<file path="config.mk">
export PLATFORM = sky130hd
export DESIGN_NAME = refclk_failover
export DESIGN_NICKNAME = d
export VERILOG_FILES = /design/src/rtl/rcf_pkg.sv /design/src/rtl/rcf_sync.sv /design/src/rtl/rcf_activity.sv /design/src/rtl/rcf_ctrl.sv /design/src/rtl/refclk_failover.sv
export SDC_FILE = /design/constraint.sdc
export NUM_CORES = 1
export LEC_CHECK = 0
export ABC_AREA = 1
export BUFFER_PORTS_ARGS = -buffer_cell sky130_fd_sc_hd__buf_2
export CORE_ASPECT_RATIO = 2
export CORE_MARGIN = 5
export CORE_UTILIZATION = 36
export DETAILED_ROUTE_END_ITERATION = 8
export PLACE_DENSITY = 0.63
export SLEW_MARGIN = 20
export SYNTH_ARGS = -nofsm -noshare
export SYNTH_HDL_FRONTEND = slang
export SYNTH_SLANG_ARGS = --single-unit
export TNS_END_PERCENT = 1
</file>
<file path="constraint.sdc">
create_clock -name clk -period 1.9 [get_ports clk]
set_input_delay 0.095 -clock clk [delete_from_list [all_inputs] [get_ports clk]]
set_output_delay 0.095 -clock clk [all_outputs]
set_load 0.1 [all_outputs]
</file>
<file path="src/rtl/rcf_pkg.sv">
package rcf_pkg;
    typedef enum logic [1:0] {
        S_FOLLOW = 2'd0,
        S_LOCK0  = 2'd1,
        S_LOCK1  = 2'd2
    } sel_state_t;

    typedef enum logic [1:0] {
        F_IDLE  = 2'd0,
        F_HOLD  = 2'd1,
        F_DRAIN = 2'd2
    } fb_state_t;

    localparam int MON_N   = 4;
    localparam int IDX_FB  = 2;
    localparam int IDX_OUT = 3;
endpackage

</file>
<file path="src/rtl/rcf_sync.sv">
module rcf_sync #(
    parameter int         W       = 1,
    parameter logic [0:0] RST_VAL = 1'b0
) (
    input  logic         clk,
    input  logic         rst_n,
    input  logic [W-1:0] d,
    output logic [W-1:0] q
);
    logic [W-1:0] meta;

    always_ff @(posedge clk or negedge rst_n) begin
        if (!rst_n) begin
            meta <= {W{RST_VAL}};
            q    <= {W{RST_VAL}};
        end else begin
            meta <= d;
            q    <= meta;
        end
    end
endmodule

</file>
<file path="src/rtl/rcf_activity.sv">
module rcf_activity #(
    parameter int LIMIT = 2
) (
    input  logic clk,
    input  logic rst_n,
    input  logic clear,
    input  logic mon,
    input  logic win,
    output logic dead
);
    localparam int            CW  = $clog2(LIMIT + 1);
    localparam logic [CW-1:0] LIM = CW'(LIMIT);

    logic          mon_q, win_q;
    logic [CW-1:0] cnt;
    logic          mon_edge, win_rise;

    assign mon_edge = mon ^ mon_q;
    assign win_rise = win & ~win_q;

    always_ff @(posedge clk or negedge rst_n) begin
        if (!rst_n) begin
            mon_q <= 1'b0;
            win_q <= 1'b0;
            cnt   <= '0;
        end else begin
            mon_q <= mon;
            win_q <= win;
            if (clear || mon_edge)
                cnt <= '0;
            else if (win_rise && (cnt < LIM))
                cnt <= cnt + 1'b1;
        end
    end

    assign dead = (cnt == LIM);

    p_dead_holds_r2: assert property (@(posedge clk) disable iff (!rst_n)
        (dead && !clear && !mon_edge) |=> dead);

    p_count_bound_r2: assert property (@(posedge clk) disable iff (!rst_n)
        cnt <= LIM);
endmodule

</file>
<file path="src/rtl/rcf_ctrl.sv">
module rcf_ctrl
    import rcf_pkg::*;
#(
    parameter int HOLD_CYC = 125
) (
    input  logic clk,
    input  logic rst_n,
    input  logic clear,
    input  logic ref0_dead,
    input  logic ref1_dead,
    input  logic fb_dead,
    input  logic pri_sel,
    input  logic manual,
    output logic sel,
    output logic bad0,
    output logic bad1,
    output logic fallback
);
    localparam int            TW        = $clog2(HOLD_CYC + 1);
    localparam logic [TW-1:0] HOLD_LOAD = TW'(HOLD_CYC - 1);

    sel_state_t    st, st_n;
    fb_state_t     fst, fst_n;
    logic          b0_q, b1_q, b0_n, b1_n;
    logic [TW-1:0] tmr, tmr_n;

    // Flag latches: set by any detection, cleared only by the alarm pulse.
    always_comb begin
        if (clear) begin
            b0_n = 1'b0;
            b1_n = 1'b0;
        end else begin
            b0_n = b0_q | ref0_dead | fb_dead;
            b1_n = b1_q | ref1_dead | fb_dead;
        end
    end

    // Selection state machine.
    always_comb begin
        st_n = st;
        if (clear || manual) begin
            st_n = S_FOLLOW;
        end else begin
            unique case (st)
                S_FOLLOW: begin
                    if (b0_n && !b1_n)
                        st_n = S_LOCK1;
                    else if (b1_n)
                        st_n = S_LOCK0;
                end
                S_LOCK0, S_LOCK1: st_n = st;
                default:          st_n = S_FOLLOW;
            endcase
        end
    end

    // Override-mode feedback fallback state machine.
    always_comb begin
        fst_n = fst;
        tmr_n = tmr;
        unique case (fst)
            F_IDLE: begin
                if (manual && fb_dead) begin
                    fst_n = F_HOLD;
                    tmr_n = HOLD_LOAD;
                end
            end
            F_HOLD: begin
                if (tmr == '0)
                    fst_n = fb_dead ? F_DRAIN : F_IDLE;
                else
                    tmr_n = tmr - 1'b1;
            end
            F_DRAIN: begin
                if (!fb_dead)
                    fst_n = F_IDLE;
            end
            default: fst_n = F_IDLE;
        endcase
    end

    always_ff @(posedge clk or negedge rst_n) begin
        if (!rst_n) begin
            st   <= S_FOLLOW;
            fst  <= F_IDLE;
            tmr  <= '0;
            b0_q <= 1'b0;
            b1_q <= 1'b0;
        end else begin
            st   <= st_n;
            fst  <= fst_n;
            tmr  <= tmr_n;
            b0_q <= b0_n;
            b1_q <= b1_n;
        end
    end

    always_comb begin
        bad0     = b0_q;
        bad1     = b1_q;
        sel      = (manual || st == S_FOLLOW) ? pri_sel : (st == S_LOCK1);
        fallback = (!manual && b0_q && b1_q) || (fst != F_IDLE);
    end

    p_clear_flags_r6: assert property (@(posedge clk) disable iff (!rst_n)
        clear |=> (!bad0 && !bad1 && sel == pri_sel));

    p_flag0_sticky_r5: assert property (@(posedge clk) disable iff (!rst_n)
        (bad0 && !clear) |=> bad0);

    p_flag1_sticky_r5: assert property (@(posedge clk) disable iff (!rst_n)
        (bad1 && !clear) |=> bad1);

    p_dual_on_fb_r3: assert property (@(posedge clk) disable iff (!rst_n)
        (fb_dead && !clear) |=> (bad0 && bad1));

    p_lock_stable_r5: assert property (@(posedge clk) disable iff (!rst_n)
        (st != S_FOLLOW && !manual && !clear) |=> (st == $past(st)));

    p_auto_fallback_r7: assert property (@(posedge clk) disable iff (!rst_n)
        (!manual && bad0 && bad1 && !clear) |=> (fallback || manual));

    p_hold_min_r9: assert property (@(posedge clk) disable iff (!rst_n)
        (fst == F_HOLD && tmr != '0) |=> fallback);

    p_follow_r4: assert property (@(posedge clk) disable iff (!rst_n)
        (!bad0 && !bad1) |-> (sel == pri_sel));
endmodule

</file>
<file path="src/rtl/refclk_failover.sv">
module refclk_failover
    import rcf_pkg::*;
#(
    parameter int REF_LIMIT = 2,
    parameter int FB_LIMIT  = 2,
    parameter int HOLD_CYC  = 125
) (
    input  logic clk,
    input  logic rst_n,
    input  logic ref0_i,
    input  logic ref1_i,
    input  logic fb_i,
    input  logic outclk_i,
    input  logic pri_sel_i,
    input  logic manual_i,
    input  logic alarm_n_i,
    output logic sel_o,
    output logic bad0_o,
    output logic bad1_o,
    output logic fallback_o
);
    logic [MON_N-1:0] mon_s;
    logic             alarm_s, alarm_q, clr;
    logic [1:0]       ref_dead;
    logic             fb_dead;

    rcf_sync #(.W(MON_N), .RST_VAL(1'b0)) u_sync_mon (
        .clk   (clk),
        .rst_n (rst_n),
        .d     ({outclk_i, fb_i, ref1_i, ref0_i}),
        .q     (mon_s)
    );

    rcf_sync #(.W(1), .RST_VAL(1'b1)) u_sync_alarm (
        .clk   (clk),
        .rst_n (rst_n),
        .d     (alarm_n_i),
        .q     (alarm_s)
    );

    always_ff @(posedge clk or negedge rst_n) begin
        if (!rst_n) alarm_q <= 1'b1;
        else        alarm_q <= alarm_s;
    end

    assign clr = alarm_q & ~alarm_s;

    for (genvar g = 0; g < 2; g++) begin : g_ref
        rcf_activity #(.LIMIT(REF_LIMIT)) u_mon (
            .clk   (clk),
            .rst_n (rst_n),
            .clear (clr),
            .mon   (mon_s[g]),
            .win   (mon_s[IDX_FB]),
            .dead  (ref_dead[g])
        );
    end

    rcf_activity #(.LIMIT(FB_LIMIT)) u_fb_mon (
        .clk   (clk),
        .rst_n (rst_n),
        .clear (clr),
        .mon   (mon_s[IDX_FB]),
        .win   (mon_s[IDX_OUT]),
        .dead  (fb_dead)
    );

    rcf_ctrl #(.HOLD_CYC(HOLD_CYC)) u_ctrl (
        .clk       (clk),
        .rst_n     (rst_n),
        .clear     (clr),
        .ref0_dead (ref_dead[0]),
        .ref1_dead (ref_dead[1]),
        .fb_dead   (fb_dead),
        .pri_sel   (pri_sel_i),
        .manual    (manual_i),
        .sel       (sel_o),
        .bad0      (bad0_o),
        .bad1      (bad1_o),
        .fallback  (fallback_o)
    );

    p_clear_single_r6: assert property (@(posedge clk) disable iff (!rst_n)
        clr |=> !clr);
endmodule

</file>
==> PnR_summary.wiki, run 1 <==
{| class="wikitable"
! Metric !! Value
|-
| Num rows || 34
|-
| Maximum number of pins on one net before global-route repair || 35
|-
| Total inserted antenna cells || 0
|-
| Clock insertion delay at the later pin of the skew report || 0.28 ns
|-
| Number of top-level pins || 13
|-
| Total iterations of the first detailed-routing run || 2
|-
| Clock transition at the register clock pins on the worst setup and hold paths after CTS || 0.07 ns
|-
| Number of buffers on the longest clock path || 2
|-
| Vias in the first global route || 1175
|-
| Die width || 56.9 um
|-
| Ys async rst share || 100%
|-
| Fraction of power spent switching nets || 38.3%
|-
| Layout Utilization || 44.0%
|-
| Required time reported for the critical path endpoint || 1.80 ns
|-
| Fraction of layout instances using a drive strength above 1 || 19.0%
|-
| Reg-to-Reg End || u_ctrl.st[0]
|-
| Post-synthesis cell type count || 24
|-
| Post-route clock period utilization || 84.6%
|-
| Fmax || 0.622 GHz
|-
| Number of clock buffers inserted by TritonCTS || 5
|-
| Hpwl dp || 2020 um
|-
| Routed Antenna Nets || 0
|-
| Min Tclk post-route || 1.61 ns
|-
| Cells on Worst Hold Path || 3
|-
| CP startpoint || u_ctrl.st[1]
|-
| Via count of the routed design || 1163
|-
| Final worst hold slack || 0.252 ns
|-
| Top post-synthesis cells by area || sky130_fd_sc_hd__dfrtp_1, sky130_fd_sc_hd__nand2_1, sky130_fd_sc_hd__nand3_1
|-
| Crit path capture || sel_o
|-
| Number of failing hold endpoints at the final stage || 0
|-
| Count of clock tree sinks || 34
|-
| Logic depth of the worst register-to-register path || 7
|-
| Part of the total power dissipated in sequential elements || 38.9%
|-
| Worst setup path class || reg -> out
|-
| Initial standard-cell utilization of the core || 36.9%
|-
| Worst supply voltage drop on vdd || 663 uV
|-
| Proportion of netlist area held by the largest area contributor || 48.9%
|-
| Path category of the worst min-delay check || in -> reg
|-
| Pins Over Slew Limit || 0
|-
| Final-layout setup total negative slack || 0 ns
|-
| Final Routed Wirelength || 2770 um
|-
| Final setup violating endpoints || 0
|-
| Total Routing Usage GR || 10.3%
|-
| Floorplan die area || 5910 um2
|-
| Starting DRT DRC Count || 41
|-
| Max cap viols || 0
|-
| Critical Path AT || 1.51 ns
|-
| Psw || 958 uW
|-
| Endpoint class of the critical path || output pin
|-
| Relative max-transition margin || 50.2%
|-
| Transition time at the pin with the least slew margin || 0.748 ns
|-
| Sort of element at the start of the critical path || flop
|-
| # DRC || 0
|-
| Leakage || 0.950 nW
|-
| Layout Area Growth over Synthesis || 19.2%
|-
| Number of nets in the finished design || 211
|-
| Mean area per synthesized cell || 9.39 um2
|-
| Clock tree from TritonCTS || yes
|-
| RSZ-0062 raised after global routing || no
|-
| Number of synthesized flops with an enable pin || 0
|-
| Part of the power in the clock network || 27.1%
|-
| Post-synthesis sequential area ratio || 53.9%
|-
| WL/cell || 11.1 um
|-
| Wire length of the first global-routing pass || 4890 um
|-
| Main synth FF type || sky130_fd_sc_hd__dfrtp_1
|-
| Mean number of vias per cell || 4.67
|-
| Syn_nets || 186
|-
| Cell taking the most area after synthesis || sky130_fd_sc_hd__dfrtp_1
|-
| Post-route clock skew || 0.00948 ns
|-
| Gate Count Post-Synth || 169
|-
| Root buffer selected by CTS || sky130_fd_sc_hd__clkbuf_8
|-
| Critical path peak fanout || 3
|-
| Warning count from the yosys run || 0
|-
| Post-synth design cell area || 1590 um2
|-
| Total congestion overflow || 0
|-
| Number of antenna violations at the first check in global routing || 0
|-
| Die boundary height || 104 um
|-
| Internal Dissipation || 1.54 mW
|-
| P per Cell Area || 1320 nW/um2
|-
| Count of buffers from port buffering || 12
|-
| RD Place Congestion || 0.751
|-
| Relative contribution of combinational cells to total power || 34.0%
|-
| Maximum level of the CTS H-tree || 2
|-
| Buffers inserted by post-CTS timing repair || 0
|-
| Startpoint of the lowest-slack register-to-register path || u_fb_mon.cnt[0]
|-
| Synthesized flop and latch total || 34
|-
| Run status || finished clean
|-
| Register-to-register setup slack || 0.54 ns
|-
| Area of the core region || 4300 um2
|-
| Design Power || 2.50 mW
|}
flip-flops by register name, summed over array words and instances (netlist names), 2 cells and up:
register / flops
u_ctrl.st: 2
u_ctrl.tmr: 7
u_sync_mon.q: 4
u_ctrl.fst: 2
g_ref.u_mon.cnt: 4
u_sync_mon.meta: 4
g_ref.u_mon.mon_q: 2
u_fb_mon.cnt: 2
what timing repair did:
action                    4_1_cts  5_1_grt
gates resized for setup         0        0
hold endpoints to repair       36        0
hold buffers                    6        0
power groups by stage:
stage	sequential (mW)	clock, mW	combinational [mW]
2_1_floorplan	1.01	0	0.643
3_3_place_gp	0.983	0	0.837
4_1_cts	0.975	0.699	0.858
6_report	0.973	0.678	0.849
3_5_place_dp	0.990	0	0.847
5_1_grt	0.995	0.722	0.951
metal layers:
| metal | up-vias | track usage, % | wire [um] |
|---|---|---|---|
| li1 | 583 | - | - |
| met1 | 556 | 10.8 | 1070 |
| met2 | 18 | 18.2 | 1530 |
| met3 | 6 | 1.86 | 88 |
| met4 | 0 | 6.47 | 79 |
| met5 | - | 0 | 0 |
Yosys cell counts, types with 2 or more instances:
cell and n:
sky130_fd_sc_hd__nand2_4 2, sky130_fd_sc_hd__nor2_2 2, sky130_fd_sc_hd__nand3b_1 3, sky130_fd_sc_hd__nand2_1 37, sky130_fd_sc_hd__ha_1 8, sky130_fd_sc_hd__nor2_1 9, sky130_fd_sc_hd__inv_1 25, sky130_fd_sc_hd__nand3_1 23
sky130_fd_sc_hd__a21oi_1 5, sky130_fd_sc_hd__xor2_1 2, sky130_fd_sc_hd__nand4_1 3, sky130_fd_sc_hd__dfrtp_1 31, sky130_fd_sc_hd__nor2_4 3, sky130_fd_sc_hd__dfstp_2 3, sky130_fd_sc_hd__or2_2 2, sky130_fd_sc_hd__inv_2 3
placed cells by master, fill, tap and decap left out, types with 3 or more instances in the layout:
master / n
sky130_fd_sc_hd__nand2_1: 37
sky130_fd_sc_hd__nor2_4: 3
sky130_fd_sc_hd__a21oi_1: 5
sky130_fd_sc_hd__dfstp_2: 3
sky130_fd_sc_hd__inv_1: 25
sky130_fd_sc_hd__clkbuf_8: 6
sky130_fd_sc_hd__nand3b_1: 3
sky130_fd_sc_hd__ha_1: 8
sky130_fd_sc_hd__nand3_1: 23
sky130_fd_sc_hd__buf_2: 12
sky130_fd_sc_hd__inv_2: 3
sky130_fd_sc_hd__dlygate4sd3_1: 6
sky130_fd_sc_hd__nand4_1: 3
sky130_fd_sc_hd__nor2_1: 9
sky130_fd_sc_hd__dfrtp_1: 31
through the flow:
step,setup slack (ns),cells,area [um2]
floorplan,0.0547,169,1590
detailed placement,0.534,235,1710
CTS,0.267,249,1890
finish,0.293,249,1890
global route,0.174,249,1890
global placement,0.603,235,1710
area by class of cell:
cell class	count	area, um2
multi-input cells	107	627
inverters	28	105
flip-flops and latches	34	855
repair buffers	18	120
clock inverters	1	30.0
fillers	435	2410
well taps	54	67.6
clock buffers	7	86.3
worst max-delay path, cell delays in order, from the launching register on:
cell	delay (ns)
sky130_fd_sc_hd__dfrtp_1	0.38
sky130_fd_sc_hd__inv_1	0.05
sky130_fd_sc_hd__ha_1	0.18
sky130_fd_sc_hd__inv_1	0.07
sky130_fd_sc_hd__nand3_1	0.07
sky130_fd_sc_hd__nand2_1	0.06
sky130_fd_sc_hd__buf_2	0.42
worst min-delay path by stage:
| stage | slack (ns) | to | startpoint |
|---|---|---|---|
| 2_1_floorplan | -0.20 | g_ref[0].u_mon.cnt[0] | rst_n |
| 3_3_place_gp | 0.20 | u_sync_alarm.meta | alarm_n_i |
| 3_5_place_dp | 0.20 | u_sync_alarm.meta | alarm_n_i |
| 4_1_cts | 0.24 | u_ctrl.fst[0] | manual_i |
| 5_1_grt | 0.27 | u_ctrl.fst[0] | manual_i |
| 6_report | 0.25 | u_ctrl.fst[0] | manual_i |
kinds of logic after synthesis:
group           synth area share (%)
simple gates                    30.2
flops                           53.9
buf+inv                         6.62
fa+ha+maj                       6.31
compound gates                  1.89
xor+xnor                        1.10
No activity file was read; power rests on OpenSTA's default activity.
==> run 2: changes to the inputs <==
--- a/config.mk
+++ b/config.mk
@@ -5,7 +5,7 @@
 export SDC_FILE = /design/constraint.sdc
 export NUM_CORES = 1
 export LEC_CHECK = 0
-export ABC_AREA = 1
+export ABC_AREA = 0
 export BUFFER_PORTS_ARGS = -buffer_cell sky130_fd_sc_hd__buf_2
 export CORE_ASPECT_RATIO = 2
 export CORE_MARGIN = 5
==> constraint.sdc (replaced) <==
create_clock -name clk -period 1.6 [get_ports clk]
set_input_delay 0.08 -clock clk [delete_from_list [all_inputs] [get_ports clk]]
set_output_delay 0.08 -clock clk [all_outputs]
set_load 0.1 [all_outputs]
==> run 2 against run 1 <==
Effect of this change:
- the flow now finishes with violations (negative setup slack)
- die area shrank 3.6%
- setup slack worse by 0.32 ns
- via count up 1.8%
- sequential share of layout area fell by 2.6 points
- non-clock buffer count grew 15
- register-to-register slack worse by 0.57 ns
- synthesized area fell by 4.2%
- synthesized cell count shrank 20%
- final cell count shrank 8.8%
- wire length up 12%
- clock skew rose by 0.0048 ns
- critical path depth stayed put
- critical endpoint is now u_ctrl.tmr[1]
==> PnR_summary.wiki, run 2 <==
{| class="wikitable"
! Metric !! Value
|-
| Number of clock buffers inserted by TritonCTS || 5
|-
| Transition time at the pin with the least slew margin || 0.526 ns
|-
| Number of buffers on the longest clock path || 2
|-
| Main synth FF type || sky130_fd_sc_hd__dfrtp_1
|-
| Post-Place Setup Slack || -0.120 ns
|-
| Post-route clock skew || 0.0143 ns
|-
| Fraction of power spent switching nets || 36.8%
|-
| Internal Dissipation || 1.78 mW
|-
| # DRC || 0
|-
| Post-route clock period utilization || 102%
|-
| Count of filler cells inserted in the layout || 361
|-
| RSZ-0062 raised after global routing || yes
|-
| Path category of the worst min-delay check || in -> reg
|-
| Fraction of layout instances using a drive strength above 1 || 32.0%
|-
| Largest register FFs || 7
|-
| Post-synthesis cell type count || 34
|-
| Num rows || 33
|-
| Min Tclk post-route || 1.63 ns
|-
| Mean area per synthesized cell || 11.2 um2
|-
| Leading cell type by number of instances after synthesis || sky130_fd_sc_hd__dfrtp_1
|-
| Relative contribution of combinational cells to total power || 38.0%
|-
| Mean number of vias per cell || 5.22
|-
| Post-synth design cell area || 1520 um2
|-
| Cell taking the most area after synthesis || sky130_fd_sc_hd__dfrtp_1
|-
| Total Routing Usage GR || 12.2%
|-
| Run status || finished, violations left
|-
| Final worst hold slack || 0.111 ns
|-
| Number of antenna violations at the first check in global routing || 0
|-
| Gate Count Post-Synth || 136
|-
| Warning count from the yosys run || 0
|-
| Violated checks || negative setup slack
|-
| Via count of the routed design || 1184
|-
| Routed Antenna Nets || 0
|-
| Number of synthesized flops with an enable pin || 0
|-
| Part of the power in the clock network || 21.1%
|-
| Critical path peak fanout || 2
|-
| Leakage || 0.860 nW
|-
| Top post-synthesis cells by area || sky130_fd_sc_hd__dfrtp_1, sky130_fd_sc_hd__ha_1, sky130_fd_sc_hd__dfstp_2
|-
| Initial standard-cell utilization of the core || 37.2%
|-
| Wire length of the first global-routing pass || 5380 um
|-
| Maximum number of pins on one net before global-route repair || 23
|-
| Part of the total power dissipated in sequential elements || 40.9%
|-
| Clock insertion delay at the later pin of the skew report || 0.28 ns
|-
| Fin cells || 227
|-
| Critical Path AT || 1.79 ns
|-
| Design Power || 2.81 mW
|-
| Post-synthesis sequential area ratio || 56.2%
|-
| Ys async rst share || 100%
|-
| Total iterations of the first detailed-routing run || 4
|-
| Post-DP Area || 1740 um2
|-
| Layout Utilization || 49.1%
|-
| Commonest cells after routing, fill and taps aside || sky130_fd_sc_hd__dfrtp_1, sky130_fd_sc_hd__buf_4, sky130_fd_sc_hd__nor2_1, sky130_fd_sc_hd__buf_2, sky130_fd_sc_hd__inv_1
|-
| Total non-filler cell area in the finished layout || 2010 um2
|-
| Hpwl dp || 2290 um
|-
| Number of top-level pins || 13
|-
| Count of clock tree sinks || 34
|-
| Area of the core region || 4090 um2
|-
| Proportion of netlist area held by the largest area contributor || 51.0%
|-
| WL/cell || 13.7 um
|-
| Psw || 1.03 mW
|-
| Final WS setup || -0.0305 ns
|-
| Sort of element at the start of the critical path || flop
|-
| Commonest non-fill, non-tap cell in the layout || sky130_fd_sc_hd__dfrtp_1
|-
| Clock tree from TritonCTS || yes
|-
| Pins Over Slew Limit || 0
|-
| Count of buffers from port buffering || 12
|-
| P per Cell Area || 1400 nW/um2
|-
| Fmax || 0.613 GHz
|-
| Syn_nets || 153
|-
| Most numerous cell types in the synthesized netlist || sky130_fd_sc_hd__dfrtp_1, sky130_fd_sc_hd__nor2_1, sky130_fd_sc_hd__inv_1, sky130_fd_sc_hd__ha_1, sky130_fd_sc_hd__nand2_1
|-
| RD Place Congestion || 0.806
|-
| Synthesized flop and latch total || 34
|-
| Vias in the first global route || 1249
|-
| Final setup violating endpoints || 2
|-
| Worst setup path class || reg -> reg
|-
| Register bank with the most flops || u_ctrl.tmr
|-
| Root buffer selected by CTS || sky130_fd_sc_hd__clkbuf_8
|-
| Number of nets in the finished design || 191
|-
| Clock transition at the register clock pins on the worst setup and hold paths after CTS || 0.07 ns
|-
| Final Routed Wirelength || 3110 um
|-
| Relative max-transition margin || 64.9%
|-
| Endpoint class of the critical path || flop
|-
| Maximum level of the CTS H-tree || 2
|-
| Total inserted antenna cells || 0
|-
| Floorplan die area || 5700 um2
|-
| Layout Area Growth over Synthesis || 32.0%
|-
| Die width || 56.0 um
|-
| Worst supply voltage drop on vdd || 733 uV
|-
| Max cap viols || 0
|-
| Total congestion overflow || 0
|-
| Required time reported for the critical path endpoint || 1.76 ns
|-
| Die boundary height || 102 um
|-
| DP Cell Count || 212
|-
| Final-layout setup total negative slack || -0.0362 ns
|-
| Starting DRT DRC Count || 35
|-
| Number of failing hold endpoints at the final stage || 0
|}
run 2: cell types whose count changed in the layout (fill, tap and decap cells not counted), moves of 4 or more:
cell                      change
sky130_fd_sc_hd__nor2_1       +4
sky130_fd_sc_hd__ha_1         -4
sky130_fd_sc_hd__nand3_1     -18
sky130_fd_sc_hd__xnor2_1      +5
sky130_fd_sc_hd__nor2b_1      +4
sky130_fd_sc_hd__inv_1       -16
sky130_fd_sc_hd__buf_4       +14
sky130_fd_sc_hd__nand2_1     -31
run 2: logic make-up after synthesis:
| group | Yosys count | synth area share, % |
|---|---|---|
| and+or+nand+nor | 50 | 18.7 |
| DFF | 34 | 56.2 |
| AOI/OAI and AO/OA | 21 | 9.88 |
| buffers and inverters | 15 | 3.70 |
| adders and majority gates | 8 | 6.58 |
| xor gates and xnor gates | 5 | 2.88 |
| muxes | 3 | 2.06 |
run 2: path summary, 6_finish.rpt:
check | startpoint | endpoint | slack [ns] | depth (start not counted)
min in group asynchronous | rst_n | u_ctrl.bad1 | 0.21 | 2
max in group asynchronous | rst_n | u_sync_mon.q[1] | 0.80 | 3
worst min-delay path | manual_i | u_ctrl.st[0] | 0.11 | 2
worst max-delay path | u_ctrl.tmr[1] | u_ctrl.tmr[1] | -0.03 | 6
worst max register to register | u_ctrl.tmr[1] | u_ctrl.tmr[1] | -0.03 | 6
worst min register to register | u_sync_mon.meta[1] | u_sync_mon.q[1] | 0.35 | 0
run 2: area by class of cell:
type / count / area, um2 / area share, %
sequential: 34 / 856 / 42.6
multi-input combinational: 87 / 703 / 35.0
timing repair buffer: 33 / 254 / 12.7
clock buffer: 8 / 80.1 / 3.99
tap: 52 / 65.1 / 3.24
inverter: 13 / 48.8 / 2.43
run 2: timing repair:
action	in CTS	in global routing
hold buffers	6	0
pin swaps	6	2
setup endpoints to repair	5	10
buffers inserted	1	0
endpoints found under the hold margin	17	0
gates resized for setup	16	13
gates cloned	0	0
run 2: power groups by stage:
stage	registers, mW	clock network [mW]	logic [mW]
floorplan	1.17	0	0.548
global placement	1.15	0	0.896
detailed placement	1.15	0	0.926
CTS	1.14	0.619	1.01
global route	1.17	0.649	1.17
finish	1.15	0.592	1.07
run 2: worst max-delay path, cell delays in order (launching register included):
cell and delay, ns:
sky130_fd_sc_hd__dfrtp_1 0.39, sky130_fd_sc_hd__inv_2 0.08, sky130_fd_sc_hd__ha_4 0.13, sky130_fd_sc_hd__or4b_4 0.46, sky130_fd_sc_hd__buf_6 0.13, sky130_fd_sc_hd__o211ai_1 0.18, sky130_fd_sc_hd__o211ai_1 0.13
run 2: layer usage:
metal	wire [um]	global-route usage (%)	vias to the layer above
met5	0	0	-
met3	165	3.41	9
met2	1760	24.0	40
li1	-	-	553
met4	85	6.40	0
met1	1100	11.1	582
